$ cat src/rtl/jsr_pkg.sv
package jsr_pkg;
  localparam int unsigned CMD_W  = 64;
  localparam int unsigned STAT_W = 32;

  typedef enum logic [3:0] {
    ST_IDLE,
    ST_RST,
    ST_IR_WR,
    ST_GO_DR_WR,
    ST_DR_WR,
    ST_GO_IR_RD,
    ST_IR_RD,
    ST_GO_DR_RD,
    ST_DR_RD,
    ST_TAIL
  } seq_st_e;

  // TMS walks, bit i is the value on the i-th TCK of the segment
  localparam logic [15:0] NAV_RST   = 16'h00DF; // 1,1,1,1,1,0,1,1,0,0 -> Shift-IR
  localparam logic [15:0] NAV_TO_DR = 16'h0003; // Exit1-IR: 1,1,0,0 -> Shift-DR
  localparam logic [15:0] NAV_TO_IR = 16'h0007; // Exit1-DR: 1,1,1,0,0 -> Shift-IR
  localparam logic [15:0] NAV_TAIL  = 16'h0001; // Exit1-DR: 1,0 -> Run-Test/Idle

  localparam int unsigned LEN_RST   = 10;
  localparam int unsigned LEN_TO_DR = 4;
  localparam int unsigned LEN_TO_IR = 5;
  localparam int unsigned LEN_TAIL  = 2;
endpackage

$ cat src/rtl/jsr_tck_gen.sv
module jsr_tck_gen (
  input  logic clk_i,
  input  logic rst_ni,
  input  logic en_i,
  output logic tck_o,
  output logic rise_o,
  output logic adv_o
);
  logic ph_q;

  always_ff @(posedge clk_i or negedge rst_ni) begin
    if (!rst_ni)   ph_q <= 1'b0;
    else if (en_i) ph_q <= ~ph_q;
    else           ph_q <= 1'b0;
  end

  assign tck_o  = ph_q;
  assign rise_o = en_i & ~ph_q;  // TCK goes high at this edge
  assign adv_o  = en_i & ph_q;   // TCK goes low, next bit
endmodule

$ cat src/rtl/jsr_seq.sv
module jsr_seq
  import jsr_pkg::*;
#(
  parameter int unsigned        IR_LEN      = 5,
  parameter logic [IR_LEN-1:0]  IR_WR_CODE  = '0,
  parameter logic [IR_LEN-1:0]  IR_RD_CODE  = '0,
  parameter logic [CMD_W-1:0]   CMD_PATTERN = '0,
  parameter int unsigned        UP_DEVS     = 0,
  parameter int unsigned        DOWN_DEVS   = 0,
  parameter int unsigned        CW          = 8
) (
  input  logic clk_i,
  input  logic rst_ni,
  input  logic start_i,
  input  logic adv_i,
  output logic tms_o,
  output logic tdi_o,
  output logic busy_o,
  output logic cap_o,
  output logic fin_o
);
  localparam int unsigned IR_TOT = IR_LEN * (UP_DEVS + DOWN_DEVS + 1);
  localparam logic [CW-1:0] L_IR    = CW'(IR_TOT);
  localparam logic [CW-1:0] L_DRW   = CW'(CMD_W + UP_DEVS);
  localparam logic [CW-1:0] L_DRR   = CW'(STAT_W + DOWN_DEVS);
  localparam logic [CW-1:0] L_RST   = CW'(LEN_RST);
  localparam logic [CW-1:0] L_TODR  = CW'(LEN_TO_DR);
  localparam logic [CW-1:0] L_TOIR  = CW'(LEN_TO_IR);
  localparam logic [CW-1:0] L_TAIL  = CW'(LEN_TAIL);
  localparam logic [CW-1:0] DN_IR_C = CW'(IR_LEN * DOWN_DEVS);
  localparam logic [CW-1:0] IRL_C   = CW'(IR_LEN);
  localparam logic [CW-1:0] CMDL_C  = CW'(CMD_W);
  localparam logic [IR_LEN-1:0] IR_ONE = IR_LEN'(1);

  seq_st_e st_q, st_nxt;
  logic [CW-1:0] cnt_q, seg_len, rel_ir;
  logic last, in_tgt, skip;

  always_comb begin
    case (st_q)
      ST_RST:                   seg_len = L_RST;
      ST_IR_WR, ST_IR_RD:       seg_len = L_IR;
      ST_GO_DR_WR, ST_GO_DR_RD: seg_len = L_TODR;
      ST_DR_WR:                 seg_len = L_DRW;
      ST_GO_IR_RD:              seg_len = L_TOIR;
      ST_DR_RD:                 seg_len = L_DRR;
      ST_TAIL:                  seg_len = L_TAIL;
      default:                  seg_len = CW'(1);
    endcase
  end

  always_comb begin
    case (st_q)
      ST_RST:      st_nxt = ST_IR_WR;
      ST_IR_WR:    st_nxt = ST_GO_DR_WR;
      ST_GO_DR_WR: st_nxt = ST_DR_WR;
      ST_DR_WR:    st_nxt = ST_GO_IR_RD;
      ST_GO_IR_RD: st_nxt = ST_IR_RD;
      ST_IR_RD:    st_nxt = ST_GO_DR_RD;
      ST_GO_DR_RD: st_nxt = ST_DR_RD;
      ST_DR_RD:    st_nxt = ST_TAIL;
      default:     st_nxt = ST_IDLE;
    endcase
  end

  assign last = (cnt_q == seg_len - CW'(1));

  always_ff @(posedge clk_i or negedge rst_ni) begin
    if (!rst_ni) begin
      st_q  <= ST_IDLE;
      cnt_q <= '0;
    end else if (st_q == ST_IDLE) begin
      cnt_q <= '0;
      if (start_i) st_q <= ST_RST;
    end else if (adv_i) begin
      if (last) begin
        st_q  <= st_nxt;
        cnt_q <= '0;
      end else begin
        cnt_q <= cnt_q + CW'(1);
      end
    end
  end

  // wraps above range when cnt is still inside the downstream fields
  assign rel_ir = cnt_q - DN_IR_C;
  assign in_tgt = rel_ir < IRL_C;

  always_comb begin
    tms_o = 1'b0;
    tdi_o = 1'b0;
    case (st_q)
      ST_RST:                   tms_o = |((NAV_RST   >> cnt_q) & 16'd1);
      ST_GO_DR_WR, ST_GO_DR_RD: tms_o = |((NAV_TO_DR >> cnt_q) & 16'd1);
      ST_GO_IR_RD:              tms_o = |((NAV_TO_IR >> cnt_q) & 16'd1);
      ST_TAIL:                  tms_o = |((NAV_TAIL  >> cnt_q) & 16'd1);
      ST_IR_WR: begin
        tms_o = last;
        tdi_o = in_tgt ? |((IR_WR_CODE >> rel_ir) & IR_ONE) : 1'b1;
      end
      ST_IR_RD: begin
        tms_o = last;
        tdi_o = in_tgt ? |((IR_RD_CODE >> rel_ir) & IR_ONE) : 1'b1;
      end
      ST_DR_WR: begin
        tms_o = last;
        tdi_o = (cnt_q < CMDL_C) ?
                |((CMD_PATTERN >> (CMDL_C - CW'(1) - cnt_q)) & 64'd1) : 1'b0;
      end
      ST_DR_RD: tms_o = last;
      default: ;
    endcase
  end

  generate
    if (DOWN_DEVS == 0) begin : g_no_skip
      assign skip = 1'b0;
    end else begin : g_skip
      localparam logic [CW-1:0] DN_C = CW'(DOWN_DEVS);
      assign skip = cnt_q < DN_C;
    end
  endgenerate

  assign busy_o = (st_q != ST_IDLE);
  assign cap_o  = (st_q == ST_DR_RD) && !skip;
  assign fin_o  = adv_i && last && (st_q == ST_TAIL);
endmodule

$ cat src/rtl/jsr_capture.sv
module jsr_capture
  import jsr_pkg::*;
#(
  parameter logic [STAT_W-1:0] EXP_STATUS = '0
) (
  input  logic              clk_i,
  input  logic              rst_ni,
  input  logic              smp_i,
  input  logic              tdo_i,
  input  logic              fin_i,
  output logic [STAT_W-1:0] status_o,
  output logic              crc_o,
  output logic              mis_o,
  output logic              done_o
);
  logic [STAT_W-1:0] sr_q, stat_q;
  logic crc_q, mis_q, done_q;

  always_ff @(posedge clk_i or negedge rst_ni) begin
    if (!rst_ni)    sr_q <= '0;
    else if (smp_i) sr_q <= {sr_q[STAT_W-2:0], tdo_i};
  end

  always_ff @(posedge clk_i or negedge rst_ni) begin
    if (!rst_ni) begin
      stat_q <= '0;
      crc_q  <= 1'b0;
      mis_q  <= 1'b0;
      done_q <= 1'b0;
    end else begin
      done_q <= fin_i;
      if (fin_i) begin
        stat_q <= sr_q;
        crc_q  <= sr_q[0];
        mis_q  <= (sr_q != EXP_STATUS);
      end
    end
  end

  assign status_o = stat_q;
  assign crc_o    = crc_q;
  assign mis_o    = mis_q;
  assign done_o   = done_q;
endmodule

$ cat src/rtl/jtag_stat_rdbk.sv
module jtag_stat_rdbk
  import jsr_pkg::*;
#(
  parameter int unsigned        IR_LEN      = 5,
  parameter logic [IR_LEN-1:0]  IR_WR_CODE  = 5'b00101,
  parameter logic [IR_LEN-1:0]  IR_RD_CODE  = 5'b00100,
  parameter logic [63:0]        CMD_PATTERN = 64'hC3A5_0F1E_7B2D_9846,
  parameter logic [31:0]        EXP_STATUS  = 32'h0000_3E5C,
  parameter int unsigned        UP_DEVS     = 0,
  parameter int unsigned        DOWN_DEVS   = 0
) (
  input  logic        clk_i,
  input  logic        rst_ni,
  input  logic        start_i,
  input  logic        tdo_i,
  output logic        tck_o,
  output logic        tms_o,
  output logic        tdi_o,
  output logic        busy_o,
  output logic        done_o,
  output logic [31:0] status_o,
  output logic        crc_err_o,
  output logic        mismatch_o
);
  localparam int unsigned IR_TOT  = IR_LEN * (UP_DEVS + DOWN_DEVS + 1);
  localparam int unsigned SEG_A   = (IR_TOT > LEN_RST) ? IR_TOT : LEN_RST;
  localparam int unsigned SEG_B   = (CMD_W + UP_DEVS > STAT_W + DOWN_DEVS) ?
                                    CMD_W + UP_DEVS : STAT_W + DOWN_DEVS;
  localparam int unsigned MAX_SEG = (SEG_A > SEG_B) ? SEG_A : SEG_B;
  localparam int unsigned CW      = $clog2(MAX_SEG + 1);

  logic rise, adv, cap, fin, busy;

  jsr_tck_gen u_tck (
    .clk_i  (clk_i),
    .rst_ni (rst_ni),
    .en_i   (busy),
    .tck_o  (tck_o),
    .rise_o (rise),
    .adv_o  (adv)
  );

  jsr_seq #(
    .IR_LEN      (IR_LEN),
    .IR_WR_CODE  (IR_WR_CODE),
    .IR_RD_CODE  (IR_RD_CODE),
    .CMD_PATTERN (CMD_PATTERN),
    .UP_DEVS     (UP_DEVS),
    .DOWN_DEVS   (DOWN_DEVS),
    .CW          (CW)
  ) u_seq (
    .clk_i   (clk_i),
    .rst_ni  (rst_ni),
    .start_i (start_i),
    .adv_i   (adv),
    .tms_o   (tms_o),
    .tdi_o   (tdi_o),
    .busy_o  (busy),
    .cap_o   (cap),
    .fin_o   (fin)
  );

  jsr_capture #(
    .EXP_STATUS (EXP_STATUS)
  ) u_cap (
    .clk_i    (clk_i),
    .rst_ni   (rst_ni),
    .smp_i    (rise & cap),
    .tdo_i    (tdo_i),
    .fin_i    (fin),
    .status_o (status_o),
    .crc_o    (crc_err_o),
    .mis_o    (mismatch_o),
    .done_o   (done_o)
  );

  assign busy_o = busy;
endmodule

$ cat config.mk
export PLATFORM = sky130hd
export DESIGN_NAME = jtag_stat_rdbk
export DESIGN_NICKNAME = d
export VERILOG_FILES = /design/src/rtl/jsr_pkg.sv /design/src/rtl/jsr_tck_gen.sv /design/src/rtl/jsr_seq.sv /design/src/rtl/jsr_capture.sv /design/src/rtl/jtag_stat_rdbk.sv
export SDC_FILE = /design/constraint.sdc
export NUM_CORES = 1
export LEC_CHECK = 0
export ABC_AREA = 1
export BUFFER_PORTS_ARGS = -buffer_cell sky130_fd_sc_hd__buf_4
export CORE_MARGIN = 1.5
export CORE_UTILIZATION = 45
export CTS_CLUSTER_DIAMETER = 50
export CTS_CLUSTER_SIZE = 30
export DETAILED_ROUTE_END_ITERATION = 8
export PLACE_DENSITY = 0.73
export SYNTH_ARGS = -nofsm -noshare
export SYNTH_HDL_FRONTEND = slang
export SYNTH_HIERARCHICAL = 1
export SYNTH_SLANG_ARGS = --single-unit
export TNS_END_PERCENT = 50
$ cat constraint.sdc
create_clock -name clk_i -period 2.6 [get_ports clk_i]
set_clock_uncertainty 0.15 [all_clocks]
set_input_delay 0.13 -clock clk_i [delete_from_list [all_inputs] [get_ports clk_i]]
set_output_delay 0.13 -clock clk_i [all_outputs]
set_load 0.02 [all_outputs]
==> metrics <==
status=complete, but fails checks; failing checks=setup timing; Placement Setup Slack=-0.164 ns; leading cell types in the layout, fill and taps excluded=125 x nand2_1, 78 x dfrtp_1, 69 x buf_4; Die Span Y=96.1 microns; Hold WS=0.0224 ns; P&R area growth vs syn=28.2%; met2 usage=35.0%; initial antenna violation count=0; Worst Path Arrival=2.90 ns; final antenna diode count=0; RD Place Congestion=0.913; Via Count=3438; Pwr per Cell Area=452 mW/mm^2; Final Max Slew Viols=0; buffers added on ports=42; Top Usage Layer GRT=met2; final worst-path cycle share=107%; register bit total from synthesis=78; post-placement cell count=640; crit path cell chain=inv_2, ha_4, nand3_2, nand2_2, nor2_4, ha_4, inv_2, nand2_1, nand2_1, inv_1, nand2_1, nand2_1, nand2_1, nor2_1, nand2_1, nor2_4, nand3_4, nor2_4, buf_12, buf_6, nor2_1, nor2_1; syn nets=502; maxcap violations=0; nets=577; Post-Syn Area per Cell=8.08 sq um; GRT Total Usage=22.3%; H-tree level count=3; worst rel slew slack=35.2%; sequential element share of the synthesized area=50.0%; TritonCTS Buffers=9; Max Root-Sink Buffers=2; RSZ-0062 raised after global routing=yes; Final WS setup=-0.180 ns; layout cells sized above 1=27.2%; clk slew on worst S/H paths=0.09 ns; WP data required=2.72 ns; Critical-path top delay cell=dfrtp_1; Cell Area, Synth=0.00390 sq mm; Buffers & Inverters on Critical Path=5; first-pass GRT wire length=15500 microns; initial core utilization=47.0%; Final Hold Viols=0; post-route ant nets=0; VDD IR-drop max=0.000330 V; CP Capture Type=flop; EDFF count, synth=0; ys flop type=dfrtp_1; Largest stage delay, worst path=0.42 ns; Non-Filler Instances=668; die area=0.00924 sq mm; drt drc=0; Final Util=60.2%; routed length per instance=14.4 microns; most common cell after layout, fill and taps aside=nand2_1; met1 Track Usage GR=31.7%; DR pass1 iterations=5; WL final=9590 microns; CTS tree=done; dpl hpwl=6280 microns; HP Class=input pin to flop; DRT iter0 DRCs=231; Top Family by Delay on Critical Path=simple AND/OR/NAND/NOR gates; worst skew pair latency=0.34 ns; worst setup path category=flop to flop; row cnt=33; vias in the first global route=3173; met3 GRT Util=3.79%; Placeable Area=0.00830 sq mm; most used cell, CP=nand2_1; asr flop ratio synth=100%; Final setup viols=37; Pleak=2.50 nW; Least-Margin Pin Slew=0.972 ns; I/O pins=43; CP Launch Type=flop; clock root buffer=clkbuf_8; gr ovfl total=0; crit-path max FO=7; synth unique cells=34; Pwr Total=0.00226 W; fmax=360 MHz; Via density=5.15; Synth warnings=6; post-route minimum period=2.78 ns; Post-Syn Instances=483; overall die width=96.1 microns; Num Clock Sinks=78; pin count of the biggest net entering global routing=79
metrics by stage:
step | setup TNS [ns] | cell area (sq um)
after floorplan | -0.184 | 3970
after global placement | -0.761 | 4510
after detailed placement | -4.71 | 4510
after CTS | -3.88 | 4950
after global routing | -12.50 | 5000
final | -4.58 | 5000
cells in the mapped netlist, types with 2 or more instances:
master / count / area (sq um)
nand3_2: 3 / 30.0
xor2_1: 3 / 26.3
a21oi_1: 20 / 100
o211ai_1: 2 / 15.0
o21ai_1: 20 / 100
nor2_2: 3 / 18.8
inv_1: 45 / 169
nand2_2: 6 / 37.5
nand3_1: 22 / 110
buf_6: 3 / 33.8
buf_2: 8 / 40.0
o21ai_0: 34 / 170
dfrtp_1: 78 / 1950
o22ai_1: 2 / 12.5
nor2_1: 50 / 188
nor3_1: 2 / 10.0
nand4_1: 2 / 12.5
ha_1: 15 / 188
buf_4: 5 / 37.5
inv_2: 4 / 15.0
nand2_1: 143 / 537
timing repair:
item                       in CTS  in global routing
resized for setup              38                 10
hold buffers                    2                  0
cloned                          5                  0
hold endpoints to repair       79                  0
pin swaps                       6                  1
setup endpoints to repair      39                 47
buffers inserted                3                  2
final timing paths:
kind                                   start                end  slack, ns  cells past startpoint
max                            u_seq/st_q[1]        u_cap/mis_o      -0.18                     22
min                                  start_i      u_seq/st_q[0]       0.02                      4
max reg2reg                    u_seq/st_q[1]        u_cap/mis_o      -0.18                     22
min reg2reg                u_cap/status_o[7]  u_cap/status_o[7]       0.33                      2
max in group asynchronous             rst_ni     u_cap/sr_q[15]       1.34                      2
min in group asynchronous             rst_ni        u_tck/tck_o       0.32                      2
report_power, final:
part / switching (W) / internal (W)
clock: 0.000469 / 0.000548
sequential: 0 / 0.00121
combinational: 0.0000231 / 0.00000476
final cells by class:
class,instances,area [sq um]
sequential,78,1950
clock buffer,10,128
tap,105,131
timing repair inverter,5,75.1
inverter,50,209
timing repair buffer,76,616
fill,733,3300
clock inverter,6,92.6
multi-input combinational,338,1800
registers in the layout (all words and copies together) (netlist names):
signal	count
u_cap/sr_q	32
u_cap/status_o	32
u_seq/cnt_q	7
u_seq/st_q	4
u_cap/done_o	1
u_cap/mis_o	1
u_tck/tck_o	1
kinds of logic after synthesis:
| group | Yosys count | share of synthesized area, % |
|---|---|---|
| and+or+nand+nor | 235 | 25.0 |
| AOI/OAI and AO/OA | 84 | 11.4 |
| DFF | 78 | 50.0 |
| buffers and inverters | 67 | 7.83 |
| adders and majority gates | 15 | 4.81 |
| xor gates and xnor gates | 4 | 0.898 |
worst min-delay path: stages:
cell	delay, ns
buf_4	0.08
or2_2	0.13
nand3_1	0.08
nand2_1	0.07
routing by layer:
layer  share of wire (%)  vias to the layer above
met4                0.78                        0
li1                    -                     1682
met2                  48                       90
met3                 4.4                        6
met1                  46                     1660
met5                   0                        -
Power figures use the tool's default switching activity.
